`config.mk`:
```
export PLATFORM = sky130hd
export DESIGN_NAME = periodic_wake_ctl
export DESIGN_NICKNAME = d
export VERILOG_FILES = /design/src/rtl/pwt_pkg.sv /design/src/rtl/pwt_sync.sv /design/src/rtl/pwt_counter.sv /design/src/rtl/pwt_regs.sv /design/src/rtl/periodic_wake_ctl.sv
export SDC_FILE = /design/constraint.sdc
export NUM_CORES = 1
export LEC_CHECK = 0
export BUFFER_PORTS_ARGS = -buffer_cell sky130_fd_sc_hd__buf_2
export CAP_MARGIN = 20
export CORE_ASPECT_RATIO = 0.75
export CORE_MARGIN = 3
export CORE_UTILIZATION = 52
export CTS_CLUSTER_SIZE = 8
export DETAILED_ROUTE_END_ITERATION = 8
export GPL_ROUTABILITY_DRIVEN = 0
export PLACE_DENSITY = 0.76
export SKIP_LAST_GASP = 1
export SYNTH_ARGS = -nofsm -noshare
export SYNTH_HDL_FRONTEND = slang
export SYNTH_SLANG_ARGS = --single-unit
```
`constraint.sdc`:
```
create_clock -name clk -period 1.8 [get_ports clk]
set_clock_uncertainty 0.1 [all_clocks]
set_input_delay 0.54 -clock clk [delete_from_list [all_inputs] [get_ports clk]]
set_output_delay 0.54 -clock clk [all_outputs]
set_load 0.1 [all_outputs]
```
`src/rtl/pwt_pkg.sv`:
```
// Package: shared register addresses and field positions for the wakeup timer.
// Assumes: byte-wide register port; reload bytes follow the status register.
package pwt_pkg;
    localparam int ADDR_CTRL = 0;
    localparam int ADDR_STAT = 1;
    localparam int ADDR_RLD0 = 2;

    // control register fields
    localparam int C_RUN   = 0;
    localparam int C_CSEL  = 1;
    localparam int C_PINEN = 2;
    localparam int C_PMODE = 3;
    localparam int C_TIE   = 4;

    // status register fields
    localparam int S_TFLG  = 0;
    localparam int S_LFLG  = 1;
    localparam int S_LSTAT = 2;
    localparam int S_LIE   = 3;

    typedef struct packed {
        logic tick_ie;
        logic pin_mode;
        logic pin_en;
        logic clk_sel;
        logic run;
    } ctrl_t;
endpackage

```
`src/rtl/pwt_sync.sv`:
```
// Module: multi-stage flip-flop synchronizer for asynchronous levels.
// Assumes: inputs are slow levels relative to clk; reset value 0.
module pwt_sync #(
    parameter int W      = 1,
    parameter int STAGES = 2
) (
    input  logic         clk,
    input  logic         rst_n,
    input  logic [W-1:0] d_async,
    output logic [W-1:0] q_sync
);
    logic [W-1:0] chain [STAGES];

    generate
        for (genvar s = 0; s < STAGES; s++) begin : g_stage
            // one stage of the synchronizer chain
            always_ff @(posedge clk) begin
                if (!rst_n)      chain[s] <= '0;
                else if (s == 0) chain[s] <= d_async;
                else             chain[s] <= chain[(s == 0) ? 0 : s-1];
            end
        end
    endgenerate

    assign q_sync = chain[STAGES-1];
endmodule

```
`src/rtl/pwt_counter.sv`:
```
// Module: period down-counter and pin waveform generator.
// Assumes: lp_lvl is already synchronized; reload >= 1 for pulse mode to be
// distinguishable from a steady level.
module pwt_counter #(
    parameter int CNT_W = 16
) (
    input  logic             clk,
    input  logic             rst_n,
    input  logic             run,
    input  logic             clk_sel,
    input  logic             pin_mode,
    input  logic             lp_lvl,
    input  logic [CNT_W-1:0] reload,
    output logic             expire,
    output logic             wave
);
    logic             lp_prev;
    logic             tick;
    logic [CNT_W-1:0] cnt;

    // remember last oscillator level for rising-edge detection
    always_ff @(posedge clk) begin
        if (!rst_n) lp_prev <= 1'b0;
        else        lp_prev <= lp_lvl;
    end

    assign tick   = clk_sel ? 1'b1 : (lp_lvl & ~lp_prev);
    assign expire = run & tick & (cnt == '0);

    // down-counter: tracks reload while stopped, reloads on expiry
    always_ff @(posedge clk) begin
        if (!rst_n)     cnt <= '0;
        else if (!run)  cnt <= reload;
        else if (tick)  cnt <= (cnt == '0) ? reload : cnt - 1'b1;
    end

    // waveform: toggle per expiry, or one-tick pulse at expiry
    always_ff @(posedge clk) begin
        if (!rst_n)                 wave <= 1'b0;
        else if (!run)              wave <= 1'b0;
        else if (expire)            wave <= pin_mode ? ~wave : 1'b1;
        else if (tick && !pin_mode) wave <= 1'b0;
    end


    pulse_one_tick_chk: assert property (@(posedge clk) disable iff (!rst_n)
        (wave && run && !pin_mode && tick && !expire) |=> !wave);
endmodule

```
`src/rtl/pwt_regs.sv`:
```
// Module: control/status/reload registers with write-protect and W1C flags.
// Assumes: lv_lvl is already synchronized; rdata is combinational on addr.
module pwt_regs
    import pwt_pkg::*;
#(
    parameter int CNT_W = 16,
    localparam int NB   = CNT_W / 8,
    localparam int AW   = $clog2(ADDR_RLD0 + NB)
) (
    input  logic             clk,
    input  logic             rst_n,
    input  logic             wr_en,
    input  logic [AW-1:0]    addr,
    input  logic [7:0]       wdata,
    output logic [7:0]       rdata,
    input  logic             lv_lvl,
    input  logic             expire,
    output ctrl_t            ctrl,
    output logic [CNT_W-1:0] reload,
    output logic             tick_flag,
    output logic             lv_flag,
    output logic             lv_ie
);
    logic wr_ctrl, wr_stat;
    logic lv_prev, lv_chg;

    assign wr_ctrl = wr_en && (addr == AW'(ADDR_CTRL));
    assign wr_stat = wr_en && (addr == AW'(ADDR_STAT));
    assign lv_chg  = lv_lvl ^ lv_prev;

    // control fields; source select guarded by run state and written run bit
    always_ff @(posedge clk) begin
        if (!rst_n) begin
            ctrl <= '0;
        end else if (wr_ctrl) begin
            ctrl.run      <= wdata[C_RUN];
            ctrl.pin_en   <= wdata[C_PINEN];
            ctrl.pin_mode <= wdata[C_PMODE];
            ctrl.tick_ie  <= wdata[C_TIE];
            if (!ctrl.run && !wdata[C_RUN]) ctrl.clk_sel <= wdata[C_CSEL];
        end
    end

    // low-voltage status history for change detection
    always_ff @(posedge clk) begin
        if (!rst_n) lv_prev <= 1'b0;
        else        lv_prev <= lv_lvl;
    end

    // status: sticky flags (set wins over write-1-clear) and lv enable
    always_ff @(posedge clk) begin
        if (!rst_n) begin
            tick_flag <= 1'b0;
            lv_flag   <= 1'b0;
            lv_ie     <= 1'b0;
        end else begin
            if (expire)                        tick_flag <= 1'b1;
            else if (wr_stat && wdata[S_TFLG]) tick_flag <= 1'b0;
            if (lv_chg)                        lv_flag <= 1'b1;
            else if (wr_stat && wdata[S_LFLG]) lv_flag <= 1'b0;
            if (wr_stat)                       lv_ie <= wdata[S_LIE];
        end
    end

    generate
        for (genvar b = 0; b < NB; b++) begin : g_rld
            // one reload byte lane
            always_ff @(posedge clk) begin
                if (!rst_n)
                    reload[8*b +: 8] <= 8'h00;
                else if (wr_en && (addr == AW'(ADDR_RLD0 + b)))
                    reload[8*b +: 8] <= wdata;
            end
        end
    endgenerate

    // read multiplexer
    always_comb begin
        rdata = 8'h00;
        if (addr == AW'(ADDR_CTRL))
            rdata = {3'b000, ctrl.tick_ie, ctrl.pin_mode, ctrl.pin_en,
                     ctrl.clk_sel, ctrl.run};
        else if (addr == AW'(ADDR_STAT))
            rdata = {4'b0000, lv_ie, lv_lvl, lv_flag, tick_flag};
        for (int b = 0; b < NB; b++)
            if (addr == AW'(ADDR_RLD0 + b)) rdata = reload[8*b +: 8];
    end


    clksel_lock_chk: assert property (@(posedge clk) disable iff (!rst_n)
        (ctrl.run || (wr_ctrl && wdata[C_RUN])) |=> $stable(ctrl.clk_sel));

    expire_flag_chk: assert property (@(posedge clk) disable iff (!rst_n)
        expire |=> tick_flag);

    lv_change_chk: assert property (@(posedge clk) disable iff (!rst_n)
        (lv_lvl != $past(lv_lvl)) |=> lv_flag);

    w1c_zero_chk: assert property (@(posedge clk) disable iff (!rst_n)
        (lv_flag && wr_stat && !wdata[S_LFLG]) |=> lv_flag);
endmodule

```
`src/rtl/periodic_wake_ctl.sv`:
```
// Module: top of the autonomous periodic wakeup timer.
// Assumes: lp_osc and lv_det are asynchronous levels; single clock domain clk.
module periodic_wake_ctl #(
    parameter int  CNT_W = 16,
    localparam int NB    = CNT_W / 8,
    localparam int AW    = $clog2(pwt_pkg::ADDR_RLD0 + NB)
) (
    input  logic          clk,
    input  logic          rst_n,
    input  logic          wr_en,
    input  logic [AW-1:0] addr,
    input  logic [7:0]    wdata,
    output logic [7:0]    rdata,
    input  logic          lp_osc,
    input  logic          lv_det,
    output logic          pin_out,
    output logic          irq_tick,
    output logic          irq_lowv
);
    pwt_pkg::ctrl_t   ctrl;
    logic [CNT_W-1:0] reload;
    logic             tick_flag, lv_flag, lv_ie;
    logic             expire, wave;
    logic [1:0]       sync_q;

    pwt_sync #(.W(2), .STAGES(2)) u_sync (
        .clk(clk), .rst_n(rst_n),
        .d_async({lv_det, lp_osc}), .q_sync(sync_q)
    );

    pwt_regs #(.CNT_W(CNT_W)) u_regs (
        .clk(clk), .rst_n(rst_n), .wr_en(wr_en), .addr(addr),
        .wdata(wdata), .rdata(rdata), .lv_lvl(sync_q[1]),
        .expire(expire), .ctrl(ctrl), .reload(reload),
        .tick_flag(tick_flag), .lv_flag(lv_flag), .lv_ie(lv_ie)
    );

    pwt_counter #(.CNT_W(CNT_W)) u_cnt (
        .clk(clk), .rst_n(rst_n), .run(ctrl.run), .clk_sel(ctrl.clk_sel),
        .pin_mode(ctrl.pin_mode), .lp_lvl(sync_q[0]), .reload(reload),
        .expire(expire), .wave(wave)
    );

    assign pin_out  = wave & ctrl.run & ctrl.pin_en;
    assign irq_tick = tick_flag & ctrl.tick_ie;
    assign irq_lowv = lv_flag & lv_ie;


    pin_toggle_chk: assert property (@(posedge clk) disable iff (!rst_n)
        (ctrl.run && ctrl.pin_en && ctrl.pin_mode && expire && !wr_en)
        |=> (pin_out != $past(pin_out)));
endmodule

```
# == Word level (Yosys, flattened, before mapping) ==
# Memory sizes are Yosys's and may differ from the RTL's.
# Index checks and enable logic that the tools add are counted.
# word_totals
ff_bits,43
latchBits,0
ramBits,4
mem_bits_ro,0
inputBits,15
output_inout_bits,11
elab_cells,69
mem_count,1
# mem_list
name,words,width,rd,rd_ports_with_merged_regs,write_ports,line_no,source
u_sync.chain,2,2,2,0,2,pwt_sync.sv:12,logic [W-1:0] chain [STAGES];
# classes
n_addsub,1
n_mul,0
div_mod_pow,0
magnitude_cmp,0
n_eq_ne,4
n_shift,0
muxes,19
bitwise_logic,12
reduce_logical,18
# op_table
cell,count
$mux W16,3
$mux W8,3
$logic_not A16 Y1,1
$sub A16 B1 Y16 const B,1
$mux W1,10
$logic_and A1 B1 Y1,8
$and A1 B1 Y1,7
$reduce_bool A2 Y1,3
$eq A2 B2 Y1 const B,2
$mux W2,2
$mux W4,1
$reduce_and A2 Y1,2
$logic_not A1 Y1,3
$eq A2 B1 Y1 const B,1
$logic_not A2 Y1,1
$ne A2 B1 Y1 const B,1
$not A1 Y1,2
$or A1 B1 Y1,2
$xor A1 B1 Y1,1

# == Depth between registers and ports, before layout ==
# Gate-level depths: netlist (run 1).
# depth
word_depth,6
mapped_depth,7
depth_no_buf,7

# == Modules after synthesis ==
# Synthesis (run 1) repeated with hierarchy kept, for this count alone.
# hier_totals
hier_cells,267
hier_area_um2,2537.4
# modules_own_cells
module,n_inst,cells_per_inst,area_per_inst_um2,seq_area_each_um2
pwt_counter,1,156,1260.0,360.3
pwt_regs,1,100,1153.6,500.5
pwt_sync,1,8,105.1,80.1
periodic_wake_ctl,1,3,18.8,0.0

# == Least setup slack after synthesis (run 1) ==
# No wires, ideal clock.
# synth_path
path_kind,in2out
from,input addr[1]
to,output rdata[4]
arrival_ns,3.023
required_ns,1.160
path_slack_ns,-1.863
cell_stages,3
path_buffers,1
path_cell_list,clkbuf_1 -> mux2i_1 -> o21ai_0
# synth_between
elab_chain_len,4
word_cells_on_any_way,6
classes_between,eq/ne: 2; mux: 3; reduce/logical: 1
# synth_lines
item,line_no,source
start: declaration,periodic_wake_ctl.sv:11,"input logic [AW-1:0] addr,"
$logic_not A2 Y1,pwt_regs.sv:80,if (addr == AW'(ADDR_CTRL))
$mux W8,pwt_regs.sv:80,
$mux W8,pwt_regs.sv:86,if (addr == AW'(ADDR_RLD0 + b)) rdata = reload[8*b +: 8];
$mux W8 (*),pwt_regs.sv:86,
end: declaration,periodic_wake_ctl.sv:13,"output logic [7:0] rdata,"
# Mark *: on every way between the ends. The rest lies on a longest branch, timed or not.

# == Worst setup path after layout (run 1) ==
# layout_path
from,register u_regs.ctrl[2] (netlist name)
to,output rdata[2]
# layout_between
elab_chain_len,3
# layout_lines
item,line_no
$mux W8,pwt_regs.sv:80
$mux W8 (2 in series),pwt_regs.sv:86
# No other way between the ends.

==> results of run 1 <==
final cells by class:
type / instances / area share, %
multi-input combinational: 208 / 45.7
clock buffer: 6 / 2.20
timing repair buffer: 93 / 23.3
tap: 55 / 1.83
sequential: 47 / 25.6
inverter: 11 / 1.17
clock inverter: 1 / 0.133
routing by layer:
| layer | global-route usage, % | wire length (um) |
|---|---|---|
| met1 | 39.2 | 3690 |
| met5 | 0 | 0 |
| met2 | 51.6 | 4400 |
| met3 | 5.39 | 988 |
| met4 | 12.6 | 752 |
power groups by stage:
stage	Sequential (mW)	Clock [mW]	Combinational, mW
after floorplan	1.12	0	0.341
after global placement	1.13	0	0.534
after global routing	1.12	0.711	0.809
after CTS	1.11	0.657	0.610
after detailed placement	1.13	0	0.545
final	1.11	0.689	0.775
synthesized netlist by cell type (3+ instances only):
cell and number:
a21oi_1 18, and2_1 9, clkbuf_1 9, dfxtp_1 47
inv_1 9, mux2i_1 25, mux4_2 4, nand2_1 17
nand3_1 12, nand4_1 4, nor2_1 40, nor2b_1 4
nor3_1 4, nor4_1 4, o2111ai_1 3, o21ai_0 10
o22ai_1 3, or3_1 3
worst min-delay path by stage:
stage | from | end | cells past startpoint
6_report | lp_osc | u_sync.chain[0][0]$_SDFF_PN0_ | 2
5_1_grt | lp_osc | u_sync.chain[0][0]$_SDFF_PN0_ | 2
4_1_cts | u_sync.chain[0][1]$_SDFF_PN0_ | u_sync.chain[1][1]$_SDFF_PN0_ | 1
3_5_place_dp | u_sync.chain[0][1]$_SDFF_PN0_ | u_sync.chain[1][1]$_SDFF_PN0_ | 1
3_3_place_gp | u_sync.chain[0][1]$_SDFF_PN0_ | u_sync.chain[1][1]$_SDFF_PN0_ | 1
2_1_floorplan | u_sync.chain[0][0]$_SDFF_PN0_ | u_sync.chain[1][0]$_SDFF_PN0_ | 1
metrics by stage:
stage	cells	setup slack, ps	util (%)	TNS (ps)
2_1_floorplan	279	-257	-	-1490
3_3_place_gp	400	-349	74.0	-2580
3_5_place_dp	400	-354	74.0	-2920
4_1_cts	414	-190	81.2	-1380
5_1_grt	421	-250	87.7	-3360
6_report	421	-250	87.7	-2580
cells by family after synthesis:
logic type,Yosys count,share of synthesized area (%)
compound gates,59,16.1
flops,47,38.4
simple gates,117,26.1
xor+xnor,1,0.357
mux,29,13.9
fa+ha+maj,2,1.02
buf+inv,24,4.18
timing repair:
action,CTS,global route
endpoints found under the setup margin,21,24
pin swaps,11,16
buffers inserted,8,7
resized for setup,44,53
cells in the final DEF, fill, tap and decap left out, types with 12 or more instances in the layout:
| cell | synthesis | final |
|---|---|---|
| mux2i_1 | 25 | 20 |
| a21oi_1 | 18 | 15 |
| buf_2 | 1 | 12 |
| nor2_1 | 40 | 39 |
| buf_4 | 1 | 55 |
| dfxtp_1 | 47 | 32 |
| dfxtp_2 | 0 | 14 |
| nand2_1 | 17 | 16 |
| buf_12 | 0 | 12 |
| buf_6 | 1 | 13 |
sequential cells by signal (all words and copies together), names as in the netlist:
signal and flops:
u_cnt.wave 1, u_cnt.lp_prev 1, u_cnt.cnt 16, u_regs.lv_ie 1
u_regs.tick_flag 1, u_regs.lv_flag 1, u_regs.lv_prev 1, u_regs.ctrl 5
u_regs.reload 16, u_sync.chain 4
==> flow_summary_export.csv, run 1 <==
group,metric,value,unit
outcome,status,"finished, violations left",
outcome,failed_checks,"setup timing",
detailed_routing,drc_errors,0,
die,core,4280,sq um
clock_network,cts_made_buffers,5,
timing,holdWs,338,ps
timing,relSlewSlack,72.3,%
pwr,p_total,2.58,mW
yosys,netlist_instances,279,
clock_network,clk_pin_slew,100,ps
cells_and_area,final_area,3750,sq um
setup_path,worstReg2RegStart,"u_cnt.cnt[15]$_SDFFE_PN0P_",
grt,grt_pass1_wl,13.2,mm
placement,io_buffer_count,25,
pwr,peakVddDrop,556,uV
setup_path,cpMaxStageDelayCell,"mux4_2",
pwr,combinationalPowerShare,30.0,%
clock_network,ctsLongestPathBuffers,2,
setup_path,ff2ff_setup_slack,-140,ps
detailed_routing,antenna_left,0,
timing,period_minus_slack,2050,ps
yosys,ys.flop_type,"dfxtp_1",
die,io_pins,26,
setup_path,path_cells,"mux4_2 > buf_12",
detailed_routing,wire_per_inst,23.4,um
detailed_routing,drt_iter0_markers,430,
die,die_area,5580,sq um
pwr,leakage,1.58,nW
yosys,synth_top_cell_by_area,"dfxtp_1",
pwr,switchingPower,0.853,mW
timing,finalHoldViolCount,0,
setup_path,crit_type,"register to output pin",
detailed_routing,wl,9.83,mm
yosys,synthesis.area,2450,sq um
die,die_y,65.5,um
timing,rsz0062_at_grt,"yes",
timing,finalMaxSlewViolations,0,
setup_path,r2r_cells,7,
grt,grt_overflow,0,
die,die_w,85.3,um
cells_and_area,regArea,962,sq um
yosys,synth-seq-cells,47,
setup_path,worst_path_largest_cell_delay,530,ps
cells_and_area,antennaDiodeCount,0,
clock_network,cts-hold-fix-buffers,0,
setup_path,path_buf_inv,1,
setup_path,cp_max_fo,3,
yosys,syn_area_per_cell,8.79,sq um
pwr,p_per_area,687,nW/um^2
die,rows,20,
pwr,swShare,33.1,%
detailed_routing,routed_via_density,7.01,
pwr,clkPwrFrac,26.7,%
setup_path,cp-start-kind,"register",
yosys,ys_warn_count,0,
clock_network,clk_latency,320,ps
setup_path,endpoint,"rdata[2]",
clock_network,cts_tree,"yes",
yosys,synth_fp_nets,296,
run,drv_cap,0,
grt,antenna_found_initial,0,
yosys,post_synth_num_cell_types,61,
cells_and_area,n_fill_cell,195,
yosys,synthTopCellsByArea,"dfxtp_1, mux2i_1, nor2_1",
detailed_routing,via_count,2952,
detailed_routing,dr.pass1.iters,6,
placement,placed_area,3170,sq um
pwr,p_int,1.73,mW
timing,finalSetupViolations,25,
cells_and_area,drive_gt1_share,46.4,%
setup_path,r2r_end,"u_cnt.cnt[15]$_SDFFE_PN0P_",
worst_hold_path,min_path_type,"input pin to register",
grt,grt_max_degree,27,
timing,timing.fmax,488,MHz
yosys,synth_top_area_share,38.4,%
die,initial_core_util,57.3,%
clock_network,h-tree-depth,2,
setup_path,worst_ep_arrival_time,1410,ps
clock_network,cts-root-buf,"clkbuf_8",
setup_path,worstPathRequired,1160,ps
grt,grt_usage,30.7,%
timing,setup_ws,-250,ps
timing,finalCritPeriodShare,114,%
setup_path,path_depth,2,
yosys,synth-async-reset-ratio,0,%
setup_path,critPathTopFamily,"multiplexers",
yosys,synth_edf_count,0,
cells_and_area,nNetsFinal,383,
pwr,p_seq_share,43.2,%
setup_path,crit_start,"u_regs.ctrl[2]$_SDFFE_PN0P_",
placement,hpwlAfterDp,5.26,mm
setup_path,endpoint_kind,"output pin",
clock_network,clkSinkCount,47,
grt,grt_pass1_vias,2647,
yosys,ys_seq_area_share,38.4,%
timing,max_slew.worst_pin.slew,405,ps
cells_and_area,multi_input_area,1720,sq um
cells_and_area,syn_to_final_growth,53.1,%
Note: power is estimated with default switching activity, not from simulation.
==> run 2, diff against run 1 <==
--- a/config.mk
+++ b/config.mk
@@ -10,11 +10,11 @@
 export CORE_ASPECT_RATIO = 0.75
 export CORE_MARGIN = 3
 export CORE_UTILIZATION = 52
+export CTS_BUF_LIST = sky130_fd_sc_hd__clkbuf_16
 export CTS_CLUSTER_SIZE = 8
 export DETAILED_ROUTE_END_ITERATION = 8
 export GPL_ROUTABILITY_DRIVEN = 0
 export PLACE_DENSITY = 0.76
-export SKIP_LAST_GASP = 1
 export SYNTH_ARGS = -nofsm -noshare
 export SYNTH_HDL_FRONTEND = slang
 export SYNTH_SLANG_ARGS = --single-unit
==> flow_summary_export.csv, run 2 (synthesis gave the netlist of run 1 again) <==
group,metric,value,unit
grt,grt_overflow,0,
outcome,status,"finished, violations left",
setup_path,endpoint,"rdata[0]",
timing,tns,-1660,ps
run,drv_cap,0,
pwr,p_seq_share,40.7,%
clock_network,cts-hold-fix-buffers,0,
outcome,failed_checks,"setup timing",
setup_path,r2r_cells,7,
pwr,peakVddDrop,573,uV
timing,rsz0062_at_grt,"yes",
die,die_area,5580,sq um
timing,timing.fmax,500,MHz
detailed_routing,drt_iter0_markers,285,
grt,grt_max_degree,27,
grt,grt_pass1_vias,2543,
clock_network,h-tree-depth,2,
setup_path,critPathTopFamily,"multiplexers",
die,die_w,85.3,um
die,core,4280,sq um
cells_and_area,nNetsFinal,380,
pwr,p_int,1.91,mW
setup_path,path_cells,"buf_12 > mux4_2 > buf_12",
clock_network,cts-root-buf,"clkbuf_16",
setup_path,cpMaxStageDelayCell,"mux4_2",
grt,antenna_found_initial,0,
die,io_pins,26,
pwr,combinationalPowerShare,27.2,%
timing,finalMaxSlewViolations,0,
cells_and_area,final_common_cell,"buf_4",
detailed_routing,routed_via_density,6.32,
clock_network,clkSinkCount,47,
detailed_routing,via_count,2642,
detailed_routing,dr.pass1.iters,5,
detailed_routing,drc_errors,0,
timing,period_minus_slack,2000,ps
timing,setup_ws,-198,ps
placement,post-place-ws,-354,ps
detailed_routing,wl,8.68,mm
pwr,clkPwrFrac,32.1,%
cells_and_area,drive_gt1_share,43.0,%
setup_path,worstPathRequired,1160,ps
clock_network,clk_pin_slew,60,ps
detailed_routing,antenna_left,0,
placement,dp_cells,400,
die,initial_core_util,57.3,%
setup_path,ff2ff_setup_slack,-110,ps
die,rows,20,
setup_path,r2r_end,"u_cnt.cnt[11]$_SDFFE_PN0P_",
pwr,swShare,30.0,%
setup_path,crit_type,"input pin to output pin",
die,die_y,65.5,um
setup_path,cp-start-kind,"input pin",
placement,io_buffer_count,25,
setup_path,worstReg2RegStart,"u_cnt.cnt[3]$_SDFFE_PN0P_",
cells_and_area,reg_top3,"u_cnt.cnt x16, u_regs.reload x16, u_regs.ctrl x5",
timing,relSlewSlack,73.9,%
grt,grt_pass1_wl,12.7,mm
setup_path,path_common_cell,"buf_12",
worst_hold_path,min_path_type,"register to register",
placement,hpwlAfterDp,5.26,mm
setup_path,crit_start,"addr[0]",
clock_network,ctsLongestPathBuffers,2,
clock_network,clk_latency,290,ps
timing,finalSetupViolations,15,
setup_path,endpoint_kind,"output pin",
clock_network,cts_made_buffers,5,
setup_path,path_buf_inv,2,
clock_network,cts_tree,"yes",
cells_and_area,stdcell_count,418,
grt,grt_usage,29.1,%
setup_path,worst_path_largest_cell_delay,530,ps
pwr,switchingPower,0.818,mW
detailed_routing,wire_per_inst,20.8,um
cells_and_area,antennaDiodeCount,0,
setup_path,worst_ep_arrival_time,1360,ps
setup_path,cp_max_fo,5,
timing,max_slew.worst_pin.slew,387,ps
cells_and_area,final_cell_mix,"buf_4, dfxtp_1, nor2_1, mux2i_1, nand2_1",
pwr,leakage,1.58,nW
pwr,p_per_area,736,nW/um^2
timing,finalCritPeriodShare,111,%
cells_and_area,syn_to_final_growth,51.2,%
timing,finalHoldViolCount,0,
setup_path,path_depth,3,
## run 2: changes by cell type in the layout (fill, tap and decap cells not counted), sizes merged
cell / previous run / this run
buf: 93 / 90
clkinv: 2 / 3
clkbuf: 6 / 5
## run 2: per-layer routing
| layer | vias up | track usage, % | share of wire (%) |
|---|---|---|---|
| li1 | 1179 | - | - |
| met5 | - | 0 | 0 |
| met4 | 0 | 11.1 | 4.5 |
| met3 | 39 | 5.64 | 6.9 |
| met1 | 1284 | 37.6 | 41 |
| met2 | 140 | 48.4 | 47 |
## run 2: worst min-delay path by stage
stage / startpoint / cells after the start / slack, ps / to
floorplan: u_sync.chain[0][0]$_SDFF_PN0_ / 1 / 310 / u_sync.chain[1][0]$_SDFF_PN0_
global placement: u_sync.chain[0][1]$_SDFF_PN0_ / 1 / 310 / u_sync.chain[1][1]$_SDFF_PN0_
detailed placement: u_sync.chain[0][1]$_SDFF_PN0_ / 1 / 320 / u_sync.chain[1][1]$_SDFF_PN0_
CTS: u_sync.chain[0][1]$_SDFF_PN0_ / 1 / 340 / u_sync.chain[1][1]$_SDFF_PN0_
global route: u_sync.chain[0][1]$_SDFF_PN0_ / 1 / 350 / u_sync.chain[1][1]$_SDFF_PN0_
finish: u_sync.chain[0][1]$_SDFF_PN0_ / 1 / 340 / u_sync.chain[1][1]$_SDFF_PN0_
## run 2: cell type report
class                           count  area [sq um]
Timing Repair Buffer               90           836
Clock inverter                      2          8.76
Multi-Input combinational cell    208          1670
Fill cell                         214           571
Tap cell                           55          68.8
Inverter                           11          43.8
Sequential cell                    47           953
Clock buffer                        5           125
## run 2: timing repair
action                     in CTS  in global routing
gates cloned                    0                  0
pin swaps                       9                 20
buffers inserted                3                  9
gates resized for setup        40                 39
setup endpoints to repair      21                 27
## run 2: power groups by stage
stage | Combinational [mW] | Clock (mW) | Sequential [mW]
3_3_place_gp | 0.534 | 0 | 1.13
3_5_place_dp | 0.545 | 0 | 1.13
5_1_grt | 0.779 | 0.925 | 1.11
2_1_floorplan | 0.341 | 0 | 1.12
4_1_cts | 0.607 | 0.876 | 1.11
6_report | 0.744 | 0.877 | 1.11
## run 2: per-stage QoR
stage	instance area [sq um]	utilization, %	hold slack [ps]	power [mW]
floorplan	2530	-	312	1.47
global placement	3170	74.0	315	1.66
detailed placement	3170	74.0	324	1.67
CTS	3470	81.1	338	2.59
global route	3710	86.7	352	2.82
finish	3710	86.7	337	2.73
